<file path="config.mk">
export PLATFORM = sky130hd
export DESIGN_NAME = ptr_ais_gen
export DESIGN_NICKNAME = d
export VERILOG_FILES = /design/src/rtl/ptr_ais_pkg.sv /design/src/rtl/ptr_frame_state.sv /design/src/rtl/ptr_byte_sel.sv /design/src/rtl/ptr_ais_gen.sv
export SDC_FILE = /design/constraint.sdc
export NUM_CORES = 1
export LEC_CHECK = 0
export BUFFER_PORTS_ARGS = -buffer_cell sky130_fd_sc_hd__buf_2
export CAP_MARGIN = 10
export CORE_AREA = 2 2 39 41
export CTS_BUF_LIST = sky130_fd_sc_hd__clkbuf_4 sky130_fd_sc_hd__clkbuf_8
export CTS_CLUSTER_SIZE = 25
export DETAILED_ROUTE_END_ITERATION = 16
export DIE_AREA = 0 0 41 43
export GPL_ROUTABILITY_DRIVEN = 0
export HOLD_SLACK_MARGIN = 0.1
export PLACE_DENSITY_LB_ADDON = 0.05
export SYNTH_ARGS = -nofsm -noshare
export SYNTH_HDL_FRONTEND = slang
export SYNTH_HIERARCHICAL = 1
export SYNTH_SLANG_ARGS = --single-unit
export TNS_END_PERCENT = 1
</file>
<file path="constraint.sdc">
create_clock -name clk -period 2.4 [get_ports clk]
set_clock_uncertainty 0.1 [all_clocks]
set_input_delay 0.48 -clock clk [delete_from_list [all_inputs] [get_ports clk]]
set_output_delay 0.48 -clock clk [all_outputs]
set_load 0.03 [all_outputs]
</file>
<file path="src/rtl/ptr_ais_pkg.sv">
package ptr_ais_pkg;

    localparam int BYTE_W = 8;
    localparam int SLOTS  = 9;
    localparam int IDX_W  = 4;
    localparam int PTR_W  = 10;

    typedef logic [BYTE_W-1:0] byte_t;

    // Frame-level state, fixed for the whole frame at its start
    typedef struct packed {
        logic ais;   // frame is forced to all ones
        logic ndf;   // frame carries the enabled new-data flag
    } frame_t;

    typedef enum logic [1:0] {
        KIND_H1 = 2'd0,
        KIND_H2 = 2'd1,
        KIND_H3 = 2'd2
    } slot_kind_e;

    localparam byte_t CONCAT_H1 = 8'h93;
    localparam byte_t CONCAT_H2 = 8'hFF;
    localparam byte_t H3_IDLE   = 8'h00;
    localparam byte_t AIS_BYTE  = 8'hFF;

    function automatic byte_t make_h1(input logic [3:0] flag,
                                      input logic [1:0] size_bits,
                                      input logic [PTR_W-1:0] ptr);
        return {flag, size_bits, ptr[PTR_W-1:PTR_W-2]};
    endfunction

    function automatic byte_t make_h2(input logic [PTR_W-1:0] ptr);
        return ptr[BYTE_W-1:0];
    endfunction

    function automatic slot_kind_e kind_of(input int s);
        return slot_kind_e'(s / 3);
    endfunction

endpackage

</file>
<file path="src/rtl/ptr_frame_state.sv">
module ptr_frame_state
    import ptr_ais_pkg::*;
(
    input  logic   clk,
    input  logic   rst,
    input  logic   frame_start,
    input  logic   ais_req,
    output frame_t frame_next,
    output frame_t frame_q
);
    always_comb begin
        frame_next = frame_q;
        if (frame_start) begin
            frame_next.ais = ais_req;
            frame_next.ndf = frame_q.ais & ~ais_req;
        end
    end

    // Reset acts as an alarm that is about to clear
    always_ff @(posedge clk) begin
        if (rst) begin
            frame_q.ais <= 1'b1;
            frame_q.ndf <= 1'b0;
        end else begin
            frame_q <= frame_next;
        end
    end
endmodule

</file>
<file path="src/rtl/ptr_byte_sel.sv">
module ptr_byte_sel
    import ptr_ais_pkg::*;
#(
    parameter logic [PTR_W-1:0] PTR_VALUE = 10'd522,
    parameter logic [3:0]       NDF_ON    = 4'b1001,
    parameter logic [3:0]       NDF_OFF   = 4'b0110,
    parameter logic [1:0]       SIZE_BITS = 2'b00
) (
    input  logic [IDX_W-1:0] slot_idx,
    input  frame_t           frame,
    output logic             in_range,
    output byte_t            byte_out
);
    localparam byte_t H1_ON = make_h1(NDF_ON, SIZE_BITS, PTR_VALUE);

    byte_t normal [SLOTS];

    for (genvar s = 0; s < SLOTS; s++) begin : g_slot
        if (kind_of(s) == KIND_H1) begin : g_h1
            if (s % 3 == 0) begin : g_first
                assign normal[s] = make_h1(NDF_OFF, SIZE_BITS, PTR_VALUE);
            end else begin : g_cat
                assign normal[s] = CONCAT_H1;
            end
        end else if (kind_of(s) == KIND_H2) begin : g_h2
            if (s % 3 == 0) begin : g_first
                assign normal[s] = make_h2(PTR_VALUE);
            end else begin : g_cat
                assign normal[s] = CONCAT_H2;
            end
        end else begin : g_h3
            assign normal[s] = H3_IDLE;
        end
    end

    always_comb begin
        in_range = (slot_idx < IDX_W'(SLOTS));
        byte_out = '0;
        if (in_range) begin
            if (frame.ais)
                byte_out = AIS_BYTE;
            else if (frame.ndf && slot_idx == '0)
                byte_out = H1_ON;
            else
                byte_out = normal[slot_idx];
        end
    end
endmodule

</file>
<file path="src/rtl/ptr_ais_gen.sv">
module ptr_ais_gen
    import ptr_ais_pkg::*;
#(
    parameter logic [PTR_W-1:0] PTR_VALUE = 10'd522
) (
    input  logic             clk,
    input  logic             rst,
    input  logic             frame_start,
    input  logic             slot_valid,
    input  logic [IDX_W-1:0] slot_idx,
    input  logic             line_ais_req,
    input  logic             path_ais_req,
    output logic             out_valid,
    output logic [7:0]       out_byte
);
    frame_t frame_next;
    frame_t frame_q;
    logic   in_range;
    byte_t  sel_byte;

    ptr_frame_state u_state (
        .clk        (clk),
        .rst        (rst),
        .frame_start(frame_start),
        .ais_req    (line_ais_req | path_ais_req),
        .frame_next (frame_next),
        .frame_q    (frame_q)
    );

    ptr_byte_sel #(.PTR_VALUE(PTR_VALUE)) u_sel (
        .slot_idx(slot_idx),
        .frame   (frame_next),
        .in_range(in_range),
        .byte_out(sel_byte)
    );

    always_ff @(posedge clk) begin
        if (rst) begin
            out_valid <= 1'b0;
            out_byte  <= '0;
        end else begin
            out_valid <= slot_valid & in_range;
            out_byte  <= sel_byte;
        end
    end
endmodule

</file>
== After elaboration in Yosys (flattened, before gate mapping) ==
Memory sizes are Yosys's and may differ from the RTL's.
Index checks and enable logic that the tools add are counted.

* $lt $le $gt $ge: 2
* Bitwise operators: 6
* Muxes and demuxes: 5
* Reductions and logical operators: 3

{| class="wikitable"
|+ Operator list
! operator !! number
|-
| two-way mux 8 bit || 4
|-
| greater-or-equal comparator 5 bit (second input constant) || 1
|-
| NOT 4 -> 5 bit || 1
|-
| logical NOT 4 bit || 1
|-
| < comparator 4 bit (second input constant) || 1
|-
| bitwise AND 1 bit || 2
|-
| two-way mux 2 bit || 1
|-
| NOT 1 bit || 2
|-
| OR reduction 2 bit || 1
|-
| logical AND 1 bit || 1
|-
| bitwise OR 1 bit || 1
|}

* Register bits: 11
* Memories kept: 1
* Output and inout bits: 9
* Input bits: 10
* Bits in read-only memories: 128
* Logic and storage cells: 21

{| class="wikitable"
|+ Memories
! memory !! depth !! width !! read ports !! clocked after memory_dff !! wr ports !! RTL line !! source
|-
| (name not given) || 16 || 8 || 1 || 0 || 0 || ptr_byte_sel.sv:45 || <nowiki>byte_out = normal[slot_idx];</nowiki>
|}

== Depth between registers and ports, before layout ==
Gate-level depths: netlist (run 1).

* Depth in word-level cells: 7
* Mapped depth: 8
* Mapped depth without buffers: 7

== Cells and area by module ==
The synthesis (run 1) kept the hierarchy.

{| class="wikitable"
|+ By module, submodules not included
! module !! times used !! area each (um2) !! sequential area each (um2) !! cells each
|-
| ptr_ais_gen || 1 || 266.5 || 180.2 || 19
|-
| ptr_byte_sel || 1 || 211.5 || 0.0 || 32
|-
| ptr_frame_state || 1 || 83.8 || 40.0 || 8
|}

== Least setup slack after synthesis (run 1) ==
OpenSTA, ideal clock, no wires.

* Path kind: input port to flip-flop
* Start: in path_ais_req
* End: reg out_byte[0]
* Required time: 2.184 ns
* Stages: 6
* Arrival: 1.921 ns
* Buffers on the path: 1
* Setup time: 0.116 ns
* Setup slack: 0.263 ns
* Cell sequence: or2_2 mux2_4 buf_2 or4_1 o211a_1 and2b_2

{| class="wikitable"
|+ RTL lines
! item !! RTL line !! source
|-
| start, declared || ptr_ais_gen.sv:12 || <nowiki>input logic path_ais_req,</nowiki>
|-
| end signal, assigned || ptr_ais_gen.sv:43 || <nowiki>out_byte <= sel_byte;</nowiki>
|-
| end, declared || ptr_ais_gen.sv:14 || <nowiki>output logic [7:0] out_byte</nowiki>
|}

==> impl_metrics.csv, run 1 <==
group,metric,value,unit
run_status,status,"finished clean",
finish,layout-drive-gt1-share,42.9,%
setup_path,path_cells,"buf_2 > or2_2 > mux2_4 > or4_1 > o211a_1 > and2b_2",
place,place_ws,220,ps
detailed_routing,dr.pass1.iters,2,
sta,setup_viol,0,
yosys,synth_nets,72,
run,cap_violations,0,
detailed_routing,vias,451,
finish,syn_to_final_growth,19.4,%
floorplanning,initial_core_util,40.6,%
setup_path,crit_path_end_kind,"flop",
sta,hold_viol,0,
clock_tree,post_cts_buffers,0,
finish,final_common_cell,"buf_2",
yosys,synthCells,59,
sta,max-slew-margin-rel,74.5,%
finish,diodes,0,
global_route,grt.total_usage,13.5,%
yosys,netlist_area,562,µm²
yosys,synth_cell_types,29,
power_and_ir_drop,power_density,620,mW/mm²
setup_path,crit_arrival,1960,ps
floorplanning,die_h,43,µm
sta,setup_ws,506,ps
global_route,antenna_found_initial,0,
setup_path,cp-start-kind,"primary input",
power_and_ir_drop,leakagePower,0.000339,µW
clock_tree,numCtsBuffers,3,
yosys,ys.flop_type,"dfxtp_1",
yosys,ys_ff_latch,11,
worst_hold_path,hold_path_class,"in -> reg",
yosys,yosysSeqAreaShare,39.2,%
global_route,grt_pass1_wl,1540,µm
finish,num-fill-cells,143,
clock_tree,insertion_delay,260,ps
clock_tree,ctsHoldBuffers,0,
finish,multi_input_area,292,µm²
sta,finalCritPeriodShare,78.9,%
detailed_routing,postRouteWirelength,955,µm
detailed_routing,routedWlPerCell,10.3,µm
clock_tree,cts.clk_slew.worst_paths,70,ps
place,dp_hpwl,716,µm
detailed_routing,drc,0,
yosys,synth-edff-count,0,
floorplanning,pin_count,19,
global_route,grt_pass1_vias,395,
global_route,grt_max_degree,12,
detailed_routing,vias_per_cell,4.85,
clock_tree,clk_path_buf_depth,2,
finish,layout_common_cells,"18 x buf_2, 11 x dfxtp_1, 8 x and2b_2",
sta,fin_crit,1890,ps
floorplanning,coreArea,0.00138,mm²
setup_path,crit_fanout,10,
power_and_ir_drop,ir_drop,254,µV
sta,setup_tns,0,ps
clock_tree,cts_tree,"done",
detailed_routing,ant_nets,0,
place,io_buffers,18,
setup_path,crit_required,2460,ps
yosys,post_synth.cell_area_avg,9.52,µm²
power_and_ir_drop,power.total,416,µW
clock_tree,clock-sinks,11,
setup_path,slowest_delay,470,ps
sta,fmax,0.528,GHz
floorplanning,fp.dieW,41,µm
floorplanning,row_count,14,
detailed_routing,dr.first_iter.drc_count,2,
clock_tree,cts_resized,0,
setup_path,crit_slowest_cell,"or4_1",
sta,drv_slew,0,
floorplanning,dieArea,0.00176,mm²
sta,tightest_slew,378,ps
setup_path,critPathKind,"in -> reg",
finish,nNetsFinal,91,
sta,rsz0062_at_grt,"false",
clock_tree,htreeDepth,1,
clock_tree,cts-root-buf,"clkbuf_4",
global_route,overflow,0,
finish,regArea,220,µm²
yosys,yosys_warnings,6,
yosys,async_flop_share,0,%
[worst max-delay path, delay by kind of cell]
family,cells,cell delay [ps]
AND/OR/NAND/NOR,3,940
multiplexers,1,310
AO/OA/AOI/OAI,1,130
buffers and inverters,1,90
[sequential cells by signal, indices dropped and copies added (netlist names)]
name	flops
out_byte	8
out_valid	1
u_state/frame_q	2
[kinds of logic (layout without fill, tap and decap cells)]
group	Yosys count	count (layout)	synth area share (%)
simple gates	22	22	26.5
compound gates	13	13	16.0
flops	11	11	39.2
buf+inv	9	27	8.91
fa+ha+maj	3	3	6.68
mux	1	1	2.67
[where the power goes]
group	leakage [µW]	switching [µW]	internal (µW)
clock network	0.0000184	58.4	75.5
logic	0.000229	50.7	34.6
registers	0.0000912	2.22	194
[through the flow]
step / instances / area [µm²] / utilization [%] / hold slack [ps]
finish: 93 / 671 / 48.5 / 374
floorplan: 59 / 562 / - / 348
global placement: 89 / 641 / 46.3 / 370
CTS: 93 / 671 / 48.5 / 363
global route: 93 / 671 / 48.5 / 375
detailed placement: 89 / 641 / 46.3 / 381
[synth_stat cells (2+ instances only)]
master | number | area share, %
buf_4 | 2 | 2.7
o21ai_0 | 3 | 2.7
inv_1 | 5 | 3.3
a21oi_1 | 2 | 1.8
ha_1 | 3 | 6.7
and2b_2 | 8 | 12
dfxtp_1 | 11 | 39
nor2_1 | 3 | 2.0
nand2_1 | 2 | 1.3
[per-layer routing]
metal	GRT usage [%]	vias to the layer above	wire length, µm
li1	-	232	-
met1	16.5	203	471
met2	18.1	14	414
met3	3.66	2	59
met4	12.0	0	9
met5	0	-	0
[final timing paths]
kind | start | end | slack (ps) | cells after the start
max | path_ais_req | out_byte[0]$_SDFF_PP0_ | 510 | 6
min | slot_valid | out_valid$_SDFF_PP0_ | 370 | 2
max reg2reg | u_state/frame_q[1]$_SDFF_PP1_ | out_byte[0]$_SDFF_PP0_ | 790 | 4
min reg2reg | u_state/frame_q[0]$_SDFF_PP0_ | u_state/frame_q[0]$_SDFF_PP0_ | 390 | 2
[area by class of cell]
class,instances,area share (%)
Timing Repair Buffer,18,13.4
Sequential cell,11,32.8
Inverter,5,2.80
Multi-Input combinational cell,39,43.5
Clock buffer,4,4.48
Tap cell,16,2.99
Power figures use the tool's default switching activity.
==> run 2, diff against run 1 <==
- ABC_AREA: default -> 1
- clock period: 2.4 -> 1.61 ns (I/O delays scaled with it)
==> run 2 against run 1 <==
Net effect:
- worst hold slack got worse by 190 ps
- clock-buffer cell count unchanged
- sequential cell count unchanged
- largest cell class unchanged
- routed wire length decreased by 6.6%
- critical endpoint is now out_byte[7]$_SDFF_PP0_
- highest routed layer is now met3
- final area increased by 0.19%
==> impl_metrics.csv, run 2 <==
group,metric,value,unit
sta,finalCritPeriodShare,81.6,%
global_route,grt_pass1_wl,1520,µm
finish,largest-register,"out_byte",
power_and_ir_drop,combPwrFrac,20.4,%
power_and_ir_drop,power.total,620,µW
sta,tightest_slew,203,ps
place,dp_hpwl,707,µm
worst_hold_path,min-delay-start,"slot_valid",
clock_tree,htreeDepth,1,
finish,nNetsFinal,112,
yosys,synthXorXnorAreaFrac,0,%
yosys,ys_top_cells_by_count,"20 x inv_1, 15 x nor2_1, 13 x nand2_1, 11 x dfxtp_1, 3 x ha_1",
yosys,synth_nets,92,
power_and_ir_drop,power_density,923,mW/mm²
yosys,synthMuxAreaShare,0,%
yosys,netlist_area,558,µm²
sta,fin_hold_ws,180,ps
setup_path,crit_required,1660,ps
floorplanning,coreArea,0.00138,mm²
sta,fmax,0.761,GHz
yosys,netlist.area_leader.share,39.5,%
setup_path,timing.rr.start,"u_state/frame_q[1]$_SDFF_PP1_",
floorplanning,dieArea,0.00176,mm²
detailed_routing,ant_nets,0,
setup_path,cp-start-kind,"primary input",
finish,layout-drive-gt1-share,30.6,%
yosys,ys.flop_type,"dfxtp_1",
yosys,synth-compound-area-share,6.73,%
detailed_routing,dr.first_iter.drc_count,7,
floorplanning,pin_count,19,
setup_path,crit_arrival,1370,ps
place,postPlaceCellArea,642,µm²
worst_hold_path,hold-path-endpoint,"out_valid$_SDFF_PP0_",
yosys,synth-edff-count,0,
clock_tree,clk_path_buf_depth,2,
clock_tree,post_cts_buffers,0,
clock_tree,cts_resized,0,
detailed_routing,vias_per_cell,4.05,
sta,max-slew-margin-rel,86.5,%
floorplanning,fp.dieW,41,µm
setup_path,r2r-end,"out_byte[7]$_SDFF_PP0_",
sta,hold_viol,0,
clock_tree,cts-root-buf,"clkbuf_4",
global_route,antenna_found_initial,0,
detailed_routing,drc,0,
setup_path,r2r_slack,390,ps
worst_hold_path,whs_path_depth,3,
power_and_ir_drop,power_frac_seq,47.2,%
setup_path,crit_top_cell,"inv_1",
yosys,synth_area_leaders,"dfxtp_1 39%, inv_1 13%, nor2_1 10%",
place,io_buffers,18,
setup_path,slowest_delay,210,ps
sta,fin_crit,1310,ps
yosys,post_synth.cell_area_avg,7.06,µm²
sta,setup_viol,0,
yosys,synth.most_common_cell,"inv_1",
clock_tree,cts.clk_slew.worst_paths,70,ps
setup_path,reg2reg_depth,8,
global_route,grt_pass1_vias,362,
yosys,yosysSeqAreaShare,39.5,%
clock_tree,clock-sinks,11,
detailed_routing,routedWlPerCell,7.82,µm
yosys,ys_ff_latch,11,
run_status,status,"finished clean",
yosys,synth_area_leader_cell,"dfxtp_1",
place,dp.cells,110,
yosys,yosys.area_share.simple,28.9,%
detailed_routing,vias,462,
finish,multi_input_area,236,µm²
setup_path,critPathKind,"in -> reg",
finish,layout_common_cells,"20 x inv_1, 18 x buf_2, 15 x nor2_1",
finish,largestRegisters,"out_byte x8, u_state/frame_q x2, out_valid x1",
clock_tree,ctsHoldBuffers,0,
finish,design_area,672,µm²
detailed_routing,dr.pass1.iters,4,
setup_path,crit_fanout,5,
detailed_routing,postRouteWirelength,892,µm
global_route,grt.total_usage,12.8,%
finish,largest_reg_flops,8,
finish,finalNonFillerCells,114,
power_and_ir_drop,ir_drop,385,µV
power_and_ir_drop,p_sw,176,µW
yosys,synthAdderAreaFrac,6.73,%
clock_tree,numCtsBuffers,3,
clock_tree,cts_tree,"done",
finish,syn_to_final_growth,20.4,%
power_and_ir_drop,p_clk_share,32.4,%
finish,num-fill-cells,153,
clock_tree,insertion_delay,260,ps
yosys,synth_cell_types,17,
setup_path,crit_slowest_cell,"or2_1",
sta,drv_slew,0,
global_route,overflow,0,
floorplanning,initial_core_util,40.3,%
power_and_ir_drop,p_int,444,µW
power_and_ir_drop,sw_frac_of_total,28.4,%
global_route,grt_max_degree,12,
setup_path,path_cells,"buf_2 > or2_1 > inv_1 > nand2_1 > o21ai_1 > inv_1 > inv_1 > nand2_1 > nor2_1 > nor2_1 > inv_1 > nor2_1",
yosys,yosys_warnings,6,
floorplanning,row_count,14,
yosys,synthCells,79,
finish,final_common_cell,"inv_1",
yosys,synth_top_family_by_area,"simple AND/OR/NAND/NOR gates",
power_and_ir_drop,leakagePower,0.000409,µW
finish,diodes,0,
floorplanning,die_h,43,µm
run,cap_violations,0,
yosys,async_flop_share,0,%
finish,regArea,220,µm²
setup_path,crit_path_end_kind,"flop",
sta,setup_tns,0,ps
worst_hold_path,hold_path_class,"in -> reg",
sta,rsz0062_at_grt,"false",
run 2: changes by cell type in the layout (fill, tap and decap cells not counted), sizes merged, moves of 2 or more:
cell,delta
nand2,+13
nor2,+13
and2b,-8
inv,+15
a21oi,+2
run 2: layout make-up:
| type | count | area share, % |
|---|---|---|
| Multi-Input combinational cell | 45 | 35.2 |
| Sequential cell | 11 | 32.8 |
| Timing Repair Buffer | 18 | 13.4 |
| Inverter | 20 | 11.2 |
| Clock buffer | 4 | 4.47 |
| Tap cell | 16 | 2.98 |
run 2: metrics by stage:
stage	utilization (%)	setup WS (ps)
2_1_floorplan	-	127
3_3_place_gp	46.4	15.7
4_1_cts	48.6	317
3_5_place_dp	46.4	29.4
5_1_grt	48.6	171
6_report	48.6	296
run 2: cell families after synthesis:
logic type,Yosys count
AOI/OAI and AO/OA,6
adders and majority gates,3
buffers and inverters,23
DFF,11
and+or+nand+nor,36
run 2: worst max-delay path by stage:
stage                  from                endpoint  cells after the start
2_1_floorplan  path_ais_req  out_byte[7]$_SDFF_PP0_                     12
3_3_place_gp   path_ais_req  out_byte[7]$_SDFF_PP0_                     12
3_5_place_dp   path_ais_req  out_byte[7]$_SDFF_PP0_                     12
4_1_cts        path_ais_req  out_byte[7]$_SDFF_PP0_                     12
5_1_grt        path_ais_req  out_byte[4]$_SDFF_PP0_                     12
6_report       path_ais_req  out_byte[7]$_SDFF_PP0_                     12
run 2: routing by layer:
| metal | up-vias | track usage (%) | share of wire [%] | wire length, µm |
|---|---|---|---|---|
| met5 | - | 0 | 0 | 0 |
| met4 | 0 | 8.00 | 0 | 0 |
| met3 | 0 | 4.71 | 7.4 | 66 |
| met2 | 15 | 15.6 | 41 | 370 |
| met1 | 183 | 18.1 | 51 | 455 |
| li1 | 264 | - | - | - |
run 2: worst max-delay path: cells and delay by family:
kind	cells	cell delay, ps
buffers and inverters	5	440
AOI/OAI and AO/OA	1	100
and+or+nand+nor	6	510
run 2: power by group through the flow:
| stage | Clock, µW | Sequential [µW] | Combinational, µW |
|---|---|---|---|
| floorplan | 0 | 332 | 64.4 |
| global placement | 0 | 299 | 127 |
| detailed placement | 0 | 300 | 127 |
| CTS | 215 | 293 | 127 |
| global route | 224 | 295 | 143 |
| finish | 201 | 293 | 126 |
==> run 3, diff against run 2 <==
- ABC_AREA: 1 -> 0
- clock period: 1.61 -> 1.1 ns (I/O delays scaled with it)
==> run 3 against run 2 <==
Net effect:
- the flow now finishes with violations (setup timing)
- clock-buffer cell count decreased by 1
- critical path depth is 8 lower
- worst setup slack worse by 780 ps
- clock power grew 38%
==> impl_metrics.csv, run 3 (synthesis gave the netlist of run 1 again) <==
group,metric,value,unit
clock_tree,cts-root-buf,"clkbuf_4",
global_route,grt.total_usage,14.7,%
detailed_routing,dr.pass1.iters,3,
floorplanning,fp.dieW,41,µm
clock_tree,htreeDepth,1,
detailed_routing,ant_nets,0,
run_status,status,"finished, violations left",
setup_path,r2r-end,"out_byte[0]$_SDFF_PP0_",
floorplanning,initial_core_util,40.6,%
sta,fmax,0.631,GHz
clock_tree,insertion_delay,270,ps
power_and_ir_drop,ir_drop,561,µV
sta,setup_ws,-484,ps
power_and_ir_drop,sw_frac_of_total,28.6,%
run,cap_violations,0,
detailed_routing,vias_per_cell,4.56,
finish,num-fill-cells,131,
global_route,overflow,0,
setup_path,crit_required,1170,ps
clock_tree,cts_tree,"done",
worst_hold_path,hold_path_class,"in -> reg",
global_route,grt_pass1_vias,429,
sta,fin_crit,1580,ps
finish,regArea,221,µm²
setup_path,critPathKind,"reg -> reg",
sta,fin_hold_ws,113,ps
run_status,violations,"setup timing",
finish,layout-drive-gt1-share,56.2,%
setup_path,path_cells,"mux2_4 > or4_1 > o211a_1 > and2b_2",
detailed_routing,vias,479,
place,dp_hpwl,779,µm
worst_hold_path,min-delay-start,"slot_valid",
floorplanning,row_count,14,
floorplanning,dieArea,0.00176,mm²
sta,drv_slew,0,
detailed_routing,drc,0,
power_and_ir_drop,power.total,966,µW
floorplanning,die_h,43,µm
finish,multi_input_area,318,µm²
setup_path,r2r_slack,-480,ps
setup_path,reg2reg_depth,4,
detailed_routing,postRouteWirelength,1060,µm
clock_tree,ctsHoldBuffers,0,
sta,hold_viol,0,
detailed_routing,dr.first_iter.drc_count,14,
finish,nNetsFinal,103,
finish,final_common_cell,"buf_4",
power_and_ir_drop,power_frac_seq,44.8,%
clock_tree,numCtsBuffers,3,
power_and_ir_drop,leakagePower,0.000410,µW
sta,max-slew-margin-rel,78.0,%
finish,layout_common_cells,"16 x buf_4, 10 x dfxtp_1, 8 x and2b_2, 8 x buf_2",
finish,largest_reg_flops,8,
finish,diodes,0,
sta,setup_viol,9,
setup_path,timing.rr.start,"u_state/frame_q[1]$_SDFF_PP1_",
sta,finalCritPeriodShare,144,%
finish,syn_to_final_growth,47.7,%
detailed_routing,routedWlPerCell,10.1,µm
global_route,antenna_found_initial,0,
setup_path,cp-start-kind,"flop",
floorplanning,pin_count,19,
setup_path,crit_path_end_kind,"flop",
clock_tree,cts.clk_slew.worst_paths,80,ps
place,io_buffers,18,
setup_path,crit_arrival,1650,ps
worst_hold_path,hold-path-endpoint,"out_valid$_SDFF_PP0_",
clock_tree,clk_path_buf_depth,2,
clock_tree,clock-sinks,11,
worst_hold_path,whs_path_depth,2,
sta,rsz0062_at_grt,"true",
power_and_ir_drop,p_sw,276,µW
finish,largest-register,"out_byte",
finish,largestRegisters,"out_byte x8, u_state/frame_q x2, out_valid x1",
setup_path,crit_fanout,2,
power_and_ir_drop,combPwrFrac,26.4,%
power_and_ir_drop,power_density,1160,mW/mm²
floorplanning,coreArea,0.00138,mm²
setup_path,crit_start,"u_state/frame_q[1]$_SDFF_PP1_",
setup_path,slowest_delay,500,ps
power_and_ir_drop,p_clk_share,28.8,%
sta,tightest_slew,328,ps
power_and_ir_drop,p_int,690,µW
global_route,grt_pass1_wl,1740,µm
global_route,grt_max_degree,12,
setup_path,crit_slowest_cell,"or4_1",
==> run 3: cell count changes in the layout (fill, tap and decap cells not counted), moves of 2 or more <==
cell / previous run / this run
a21oi_2: 2 / 0
and2b_2: 0 / 8
buf_2: 18 / 8
buf_4: 0 / 16
buf_6: 0 / 5
inv_1: 20 / 5
nand2_1: 13 / 2
nand2_2: 2 / 0
nand3_2: 2 / 0
nor2_1: 15 / 2
==> run 3: worst max-delay path, delay by kind of cell (launching register included) <==
kind / cells / cell delay, ps
AND/OR/NAND/NOR: 2 / 680
flip-flops: 1 / 310
AO/OA/AOI/OAI: 1 / 130
multiplexers: 1 / 270
==> run 3: power by group through the flow <==
stage	registers, µW	clock network [µW]	logic (µW)
floorplan	488	0	97.7
global placement	439	0	221
detailed placement	439	0	222
CTS	429	288	237
global route	436	314	279
finish	433	278	255
==> run 3: worst max path at each step <==
stage	endpoint	slack [ps]	cells past startpoint
after floorplan	out_byte[0]$_SDFF_PP0_	-750	6
after global placement	out_byte[0]$_SDFF_PP0_	-750	6
after detailed placement	out_byte[0]$_SDFF_PP0_	-750	6
after CTS	out_byte[0]$_SDFF_PP0_	-500	4
after global routing	out_byte[0]$_SDFF_PP0_	-520	4
final	out_byte[0]$_SDFF_PP0_	-480	4
==> run 3: routing by layer <==
layer,global-route usage [%],share of wire (%)
met4,6.00,0
met3,4.71,5.0
met1,20.9,48
met5,0,0
met2,19.7,46
==> run 3: timing repair <==
action                                  CTS  global route
pin swaps                                 3             2
resized for setup                         6            22
endpoints found under the setup margin   10            19
buffers inserted                          0             0
==> run 3: metrics by stage <==
step / TNS, ps / setup WS, ps / std cells / instance area, µm² / utilization, %
finish: -2480 / -484 / 105 / 830 / 59.9
global route: -2980 / -525 / 105 / 830 / 59.9
CTS: -2500 / -501 / 105 / 791 / 57.1
detailed placement: -5310 / -753 / 101 / 733 / 53.0
global placement: -5220 / -747 / 101 / 733 / 53.0
floorplan: -3570 / -748 / 59 / 571 / -
==> run 3: area by class of cell <==
| cell class | count | share of cell area [%] |
|---|---|---|
| Multi-Input combinational cell | 39 | 38.3 |
| Clock inverter | 1 | 0.603 |
| Tap cell | 16 | 2.41 |
| Sequential cell | 11 | 26.7 |
| Inverter | 5 | 2.26 |
| Clock buffer | 3 | 2.71 |
| Timing Repair Buffer | 30 | 27.0 |
